==> config.mk <==
export PLATFORM = sky130hd
export DESIGN_NAME = dual_rail_sel
export DESIGN_NICKNAME = d
export VERILOG_FILES = /design/src/rtl/dual_rail_sel_pkg.sv /design/src/rtl/level_detect.sv /design/src/rtl/headroom_chk.sv /design/src/rtl/rail_fsm.sv /design/src/rtl/dual_rail_sel.sv
export SDC_FILE = /design/constraint.sdc
export NUM_CORES = 1
export LEC_CHECK = 0
export BUFFER_PORTS_ARGS = -buffer_cell sky130_fd_sc_hd__buf_2
export CAP_MARGIN = 20
export CORE_ASPECT_RATIO = 1.75
export CORE_MARGIN = 5
export CORE_UTILIZATION = 63
export DETAILED_ROUTE_END_ITERATION = 8
export PLACE_DENSITY = 0.84
export SLEW_MARGIN = 20
export SYNTH_ARGS = -nofsm -noshare
export SYNTH_HDL_FRONTEND = slang
export SYNTH_SLANG_ARGS = --single-unit
==> constraint.sdc <==
create_clock -name clk -period 2.3 [get_ports clk]
set_clock_uncertainty 0.1 [all_clocks]
set_input_delay 0.46 -clock clk [delete_from_list [all_inputs] [get_ports clk]]
set_output_delay 0.46 -clock clk [all_outputs]
set_load 0.05 [all_outputs]
==> src/rtl/dual_rail_sel_pkg.sv <==
package dual_rail_sel_pkg;

    typedef enum logic [2:0] {
        ST_LOW     = 3'd0,
        ST_UP_WAIT = 3'd1,
        ST_HIGH    = 3'd2,
        ST_DN_WAIT = 3'd3,
        ST_LOCK    = 3'd4
    } rail_state_t;

    localparam int unsigned MAX_DLY = 16;
    localparam int unsigned CNT_W   = $clog2(MAX_DLY + 1);

    // Loudness thresholds, scaled from a 24-bit full-scale reference.
    function automatic int unsigned thr_lsb(input logic [1:0] code, input int unsigned w);
        int unsigned base;
        case (code)
            2'd0:    base = 7;
            2'd1:    base = 70;
            2'd2:    base = 705;
            default: base = 2232;
        endcase
        if (w >= 24) return base << (w - 24);
        else         return base >> (24 - w);
    endfunction

    // Delay in sample periods: 0, 4, 8, 16.
    function automatic logic [CNT_W-1:0] dly_len(input logic [1:0] code);
        case (code)
            2'd0:    return CNT_W'(0);
            2'd1:    return CNT_W'(4);
            2'd2:    return CNT_W'(8);
            default: return CNT_W'(16);
        endcase
    endfunction

    // Undervoltage level in millivolts, linear over 64 codes.
    function automatic int unsigned uv_level_mv(input logic [5:0] code);
        return 32'd1753 + (32'(code) * 32'd21247) / 32'd63;
    endfunction

endpackage

==> src/rtl/level_detect.sv <==
module level_detect
    import dual_rail_sel_pkg::*;
#(
    parameter int unsigned SAMPLE_W = 24
) (
    input  logic [SAMPLE_W-1:0] smp_data,
    input  logic [1:0]          thr_code,
    output logic                loud
);
    localparam logic [SAMPLE_W-1:0] MOST_NEG = {1'b1, {(SAMPLE_W-1){1'b0}}};
    localparam logic [SAMPLE_W-1:0] MOST_POS = {1'b0, {(SAMPLE_W-1){1'b1}}};

    logic [SAMPLE_W-1:0] mag;
    logic [SAMPLE_W-1:0] thr_val;

    always_comb begin
        if (smp_data == MOST_NEG)
            mag = MOST_POS;
        else if (smp_data[SAMPLE_W-1])
            mag = ~smp_data + SAMPLE_W'(1);
        else
            mag = smp_data;
        thr_val = SAMPLE_W'(thr_lsb(thr_code, SAMPLE_W));
        loud    = (mag > thr_val);
    end
endmodule

==> src/rtl/headroom_chk.sv <==
module headroom_chk
    import dual_rail_sel_pkg::*;
#(
    parameter int unsigned MV_W        = 16,
    parameter int unsigned HEADROOM_MV = 2500
) (
    input  logic            clk,
    input  logic            rst_n,
    input  logic [MV_W-1:0] hi_mv,
    input  logic [MV_W-1:0] lo_mv,
    input  logic [5:0]      uv_code,
    input  logic            flag_clr,
    output logic            hr_bad,
    output logic            fault_q
);
    localparam int unsigned EXT_W = MV_W + 1;

    logic [EXT_W-1:0] lo_plus;
    logic [EXT_W-1:0] uv_ext;

    always_comb begin
        lo_plus = {1'b0, lo_mv} + EXT_W'(HEADROOM_MV);
        uv_ext  = EXT_W'(uv_level_mv(uv_code));
        hr_bad  = ({1'b0, hi_mv} < lo_plus) || ({1'b0, hi_mv} < uv_ext);
    end

    always_ff @(posedge clk or negedge rst_n) begin
        if (!rst_n)
            fault_q <= 1'b0;
        else if (hr_bad)
            fault_q <= 1'b1;
        else if (flag_clr)
            fault_q <= 1'b0;
    end

    p_fault_sets_r11: assert property (@(posedge clk) disable iff (!rst_n)
        hr_bad |=> fault_q);

    p_fault_holds_r11: assert property (@(posedge clk) disable iff (!rst_n)
        (fault_q && !flag_clr) |=> fault_q);
endmodule

==> src/rtl/rail_fsm.sv <==
module rail_fsm
    import dual_rail_sel_pkg::*;
(
    input  logic       clk,
    input  logic       rst_n,
    input  logic       smp_valid,
    input  logic       loud,
    input  logic [1:0] dly_code,
    input  logic       hr_bad,
    output logic       rail_hi,
    output logic       sw_enable
);
    rail_state_t      st, st_nxt;
    logic [CNT_W-1:0] cnt, cnt_nxt;
    logic [CNT_W-1:0] dly;

    always_comb begin
        dly     = dly_len(dly_code);
        st_nxt  = st;
        cnt_nxt = cnt;
        if (hr_bad) begin
            st_nxt  = ST_LOCK;
            cnt_nxt = '0;
        end else begin
            unique case (st)
                ST_LOCK: begin
                    st_nxt  = ST_HIGH;
                    cnt_nxt = '0;
                end
                ST_LOW: begin
                    if (smp_valid && loud) begin
                        if (dly == '0) st_nxt = ST_HIGH;
                        else begin
                            st_nxt  = ST_UP_WAIT;
                            cnt_nxt = CNT_W'(1);
                        end
                    end
                end
                ST_UP_WAIT: begin
                    if (smp_valid) begin
                        if (!loud) begin
                            st_nxt  = ST_LOW;
                            cnt_nxt = '0;
                        end else if (cnt >= dly) begin
                            st_nxt  = ST_HIGH;
                            cnt_nxt = '0;
                        end else begin
                            cnt_nxt = cnt + CNT_W'(1);
                        end
                    end
                end
                ST_HIGH: begin
                    if (smp_valid && !loud) begin
                        if (dly == '0) st_nxt = ST_LOW;
                        else begin
                            st_nxt  = ST_DN_WAIT;
                            cnt_nxt = CNT_W'(1);
                        end
                    end
                end
                ST_DN_WAIT: begin
                    if (smp_valid) begin
                        if (loud) begin
                            st_nxt  = ST_HIGH;
                            cnt_nxt = '0;
                        end else if (cnt >= dly) begin
                            st_nxt  = ST_LOW;
                            cnt_nxt = '0;
                        end else begin
                            cnt_nxt = cnt + CNT_W'(1);
                        end
                    end
                end
            endcase
        end
    end

    always_ff @(posedge clk or negedge rst_n) begin
        if (!rst_n) begin
            st  <= ST_LOW;
            cnt <= '0;
        end else begin
            st  <= st_nxt;
            cnt <= cnt_nxt;
        end
    end

    always_comb begin
        rail_hi   = (st == ST_HIGH) || (st == ST_DN_WAIT) || (st == ST_LOCK);
        sw_enable = (st != ST_LOCK);
    end

    p_fault_high_r9: assert property (@(posedge clk) disable iff (!rst_n)
        hr_bad |=> rail_hi);

    p_fault_nosw_r9: assert property (@(posedge clk) disable iff (!rst_n)
        hr_bad |=> !sw_enable);

    p_idle_stable_r12: assert property (@(posedge clk) disable iff (!rst_n)
        (!smp_valid && !hr_bad) |=> $stable(rail_hi));

    p_cnt_bound_r5: assert property (@(posedge clk) disable iff (!rst_n)
        (st == ST_UP_WAIT || st == ST_DN_WAIT) |-> (cnt != '0 && cnt <= CNT_W'(MAX_DLY)));
endmodule

==> src/rtl/dual_rail_sel.sv <==
module dual_rail_sel
    import dual_rail_sel_pkg::*;
#(
    parameter int unsigned SAMPLE_W    = 24,
    parameter int unsigned MV_W        = 16,
    parameter int unsigned HEADROOM_MV = 2500
) (
    input  logic                clk,
    input  logic                rst_n,
    input  logic                smp_valid,
    input  logic [SAMPLE_W-1:0] smp_data,
    input  logic [1:0]          thr_code,
    input  logic [1:0]          dly_code,
    input  logic [5:0]          uv_code,
    input  logic [MV_W-1:0]     hi_mv,
    input  logic [MV_W-1:0]     lo_mv,
    input  logic                flag_clr,
    output logic                rail_hi,
    output logic                sw_enable,
    output logic                hr_fault
);
    logic loud;
    logic hr_bad;

    level_detect #(.SAMPLE_W(SAMPLE_W)) u_level (
        .smp_data (smp_data),
        .thr_code (thr_code),
        .loud     (loud)
    );

    headroom_chk #(.MV_W(MV_W), .HEADROOM_MV(HEADROOM_MV)) u_head (
        .clk      (clk),
        .rst_n    (rst_n),
        .hi_mv    (hi_mv),
        .lo_mv    (lo_mv),
        .uv_code  (uv_code),
        .flag_clr (flag_clr),
        .hr_bad   (hr_bad),
        .fault_q  (hr_fault)
    );

    rail_fsm u_fsm (
        .clk       (clk),
        .rst_n     (rst_n),
        .smp_valid (smp_valid),
        .loud      (loud),
        .dly_code  (dly_code),
        .hr_bad    (hr_bad),
        .rail_hi   (rail_hi),
        .sw_enable (sw_enable)
    );

    p_reset_low_r1: assert property (@(posedge clk) disable iff (!rst_n)
        $rose(rail_hi) |-> ($past(smp_valid) || $past(hr_bad)));
endmodule

==> qor.txt, run 1 <==
Status -> did not finish
Failed at -> 4_1_cts
Tool error -> [ERROR DPL-0038] Utilization greater than 100%, impossible to legalize
#FFs+latches synth -> 9
CTS resizes -> 196
H-tree depth -> 1
Die Span Y -> 160 µm
Yosys cell types -> 116
Post-synth EDFFs -> 0
Most frequent cells after synthesis -> ha_1, nand2_1, a21oi_1
Post-synth net total -> 1271
Die Span X -> 95.7 µm
Mapped Area -> 8100 µm²
Largest area contributor in the netlist -> ha_1
Synth top area share -> 14.7%
Count leader, synth -> ha_1
Area post-placement -> 12000 µm²
Initial Utilization -> 64.4%
HPWL after DPL -> 37300 µm
GPL Wtd Cong -> 1.03
Placed cell count -> 1740
Row Count -> 54
CTS max path bufs -> 2
Post-CTS Hold Buffers -> 1
IO buf count -> 72
Sequential area share after synthesis -> 2.78%
Post-CTS Setup Inserts -> 53
Mapped Cells -> 1089
CTS root buf -> clkbuf_16
Post-placement worst setup slack -> -13.78 ns
Clk sinks -> 9
Synth area leaders -> ha_1, xnor2_1, fa_1
Top FF cell, synth -> dfrtp_1
CTS buffer count -> 3
Avg Inst Size Synth -> 7.43 µm²
Top-level port count -> 73
Yosys warnings -> 0
Ys async rst share -> 100%
[through the flow]
stage          setup TNS, ns  hold WS (ns)
3_5_place_dp         -123.85         0.220
2_1_floorplan        -106.74        0.0644
3_3_place_gp         -111.18         0.215
[cell families after synthesis]
logic type	Yosys count	synth area share (%)
and+or+nand+nor	408	27.2
buffers and inverters	92	4.79
AOI/OAI and AO/OA	377	35.5
xor gates and xnor gates	67	7.53
adders and majority gates	115	19.3
muxes	21	2.86
DFF	9	2.78
==> inputs of run 2 (changes only) <==
--- a/config.mk
+++ b/config.mk
@@ -7,11 +7,10 @@
 export LEC_CHECK = 0
 export BUFFER_PORTS_ARGS = -buffer_cell sky130_fd_sc_hd__buf_2
 export CAP_MARGIN = 20
-export CORE_ASPECT_RATIO = 1.75
 export CORE_MARGIN = 5
-export CORE_UTILIZATION = 63
+export CORE_UTILIZATION = 40
 export DETAILED_ROUTE_END_ITERATION = 8
-export PLACE_DENSITY = 0.84
+export PLACE_DENSITY_LB_ADDON = 0.15
 export SLEW_MARGIN = 20
 export SYNTH_ARGS = -nofsm -noshare
 export SYNTH_HDL_FRONTEND = slang
==> run 2 against run 1 <==
  * The flow now finishes, with violations (negative setup slack)
  * Area after synthesis unchanged
  * Synthesized cell count unchanged
==> qor.txt, run 2 <==
Sequential area share after synthesis -> 2.78% (unchanged)
Vias/cell -> 5.52
GPL Wtd Cong -> 0.884 (-14%)
Crit. End Element -> flip-flop
First drt pass iteration count -> 4
Most frequent cells after synthesis -> ha_1, nand2_1, a21oi_1
Largest area contributor in the netlist -> ha_1
Synth top area share -> 14.7% (unchanged)
Failing checks -> negative setup slack
Clock transition at path regs -> 0.04 ns
Overall Global Routing Usage -> 23.0%
Clock Latency Late Sink -> 0.23 ns
Simple-Gate Fraction of Synth Area -> 27.2% (unchanged)
Post-synthesis adder-cell area fraction -> 19.3% (unchanged)
Final worst slack -> -12.00 ns
Via count -> 10500
Mapped Cells -> 1089 (unchanged)
Vias in the first global route -> 10200
Cell mode on critical path -> buf_4
Avg Inst Size Synth -> 7.43 µm² (unchanged)
Post-route cell area -> 13300 µm²
H-tree depth -> 1 (unchanged)
Initial antenna violation count -> 0
Most frequent cells in the layout -> buf_4, ha_1, nand2_1
CTS buffer count -> 3 (unchanged)
N_diodes -> 0
IO buf count -> 72 (unchanged)
CP max-delay cell -> fa_2
Drt first-iter violations -> 475
Post-Synth XOR/XNOR Area -> 7.53% (unchanged)
CTS tree -> done
Post-synth net total -> 1271 (unchanged)
Count leader, synth -> ha_1
Fin. Hold Viols -> 0
Fmax -> 69.9 MHz
Top-level port count -> 73 (unchanged)
Initial Utilization -> 40.3% (-24 points)
Crit-path max FO -> 6
CTS max path bufs -> 2 (unchanged)
Core area -> 20100 µm²
Top FF cell, synth -> dfrtp_1
Die Span Y -> 152 µm (-4.8%)
Ys async rst share -> 100% (unchanged)
Die Span X -> 152 µm (+59%)
Compound-Gate Fraction of Synth Area -> 35.5% (unchanged)
Startpoint types -> input port
Worst endpoint required time -> 2.31 ns
CTS root buf -> clkbuf_16
Final worst-path cycle share -> 622%
Die Area -> 23200 µm²
Post-route ant nets -> 0
Area post-placement -> 12200 µm² (+1.8%)
Post-synth EDFFs -> 0 (unchanged)
Mux cell area share after synthesis -> 2.86% (unchanged)
Clk sinks -> 9 (unchanged)
Fraction of layout cells with a size suffix above 1 -> 46.1%
Largest regs -> u_fsm.cnt: 5 flops, u_fsm.st: 3 flops, u_head.fault_q: 1 flops
Max reg flops -> 5
Status -> finished with violations
Largest net degree at the start of global routing -> 12
Synth area leaders -> ha_1, xnor2_1, fa_1
Most flops, register -> u_fsm.cnt
Commonest non-fill, non-tap cell in the layout -> buf_4
Mapped Area -> 8100 µm² (unchanged)
Final WL -> 28700 µm
Actual slew at the worst max-slew pin -> 0.667 ns
Crit-path max cell delay -> 0.58 ns
Setup violations, final -> 9
RSZ-0062 raised after global routing -> yes
Largest family of logic cells by synthesized area -> compound AO/OA/AOI/OAI gates
Yosys cell types -> 116 (unchanged)
Slew headroom -> 55.2%
First-pass GRT wire length -> 46900 µm
#FFs+latches synth -> 9 (unchanged)
Area Growth Syn to Fin -> 64.5%
Maxcap violations -> 0
DR WL/cell -> 15.1 µm
Overflow after GRT -> 0
Yosys warnings -> 0 (unchanged)
Nets -> 1810
Fin. max-slew vios -> 0
Hold/Removal Path Class -> input port to flip-flop
HPWL after DPL -> 23700 µm (-36%)
WS Path Type -> input port to flip-flop
Row Count -> 52 (-3.7%)
CP arrival -> 14.32 ns
DR DRC count -> 0
Tmin final -> 14.30 ns
==> run 2: cell counts after synthesis <==
Identical to the previous run, type by type.
==> run 2: path summary, 6_finish.rpt <==
check | to | cells past startpoint | start | slack, ns
max | u_fsm.cnt[2]$_DFFE_PN0P_ | 62 | uv_code[3] | -12.00
min | u_head.fault_q$_DFFE_PN0P_ | 2 | flag_clr | 0.30
min in group asynchronous | u_fsm.st[1]$_DFFE_PN0P_ | 2 | rst_n | 0.52
max reg2reg | u_fsm.cnt[4]$_DFFE_PN0P_ | 11 | u_fsm.cnt[2]$_DFFE_PN0P_ | 0.27
min reg2reg | u_head.fault_q$_DFFE_PN0P_ | 2 | u_head.fault_q$_DFFE_PN0P_ | 0.41
max in group asynchronous | u_fsm.cnt[2]$_DFFE_PN0P_ | 2 | rst_n | 1.41
==> run 2: layout make-up <==
type / instances / area (µm²)
inverters: 63 / 236
flip-flops and latches: 9 / 225
multi-input cells: 989 / 8320
well taps: 270 / 338
fillers: 1734 / 6790
repair buffers: 562 / 4120
clock buffers: 4 / 78.8
==> run 2: logic make-up after synthesis <==
logic type / after synthesis
simple gates: 408
flops: 9
compound gates: 377
mux: 21
fa+ha+maj: 115
buf+inv: 92
xor+xnor: 67
==> run 2: layer usage <==
layer	part of all wire, %	wire length [µm]	up-vias	GRT usage [%]
li1	-	-	5310	-
met1	46	13200	4931	30.8
met2	50	14200	199	41.3
met3	2.9	840	39	1.42
met4	1.4	392	0	3.81
met5	0	0	-	0
==> run 2: what timing repair did <==
item                                   4_1_cts  5_1_grt
hold buffers                                 1        0
setup buffers                               21       18
resized for setup                           55       82
endpoints found under the hold margin        9        0
pin swaps                                   46       39
setup endpoints to repair                    9        9
gates cloned                                 1        0
==> run 2: worst max-delay path, delay by kind of cell <==
kind,cells,cell delay [ns]
compound gates,31,6.35
simple gates,14,3.37
fa+ha+maj,7,2.69
buf+inv,7,0.87
mux,1,0.33
xor+xnor,2,0.23
==> run 2: per-stage QoR <==
step	worst slack (ns)	utilization [%]	TNS (ns)	hold slack (ns)	std cells
after floorplan	-11.89	-	-106.74	0.0644	1089
after global placement	-12.38	60.6	-111.26	0.218	1852
after detailed placement	-12.54	60.6	-112.70	0.214	1852
after CTS	-11.98	63.4	-107.64	0.301	1879
after global routing	-12.63	66.2	-113.39	0.302	1897
final	-12.00	66.2	-107.84	0.303	1897
Power of run 2 is left out: the tool's default activity adds up to more than one toggle a clock period on the data nets, which glitch-free logic cannot reach.
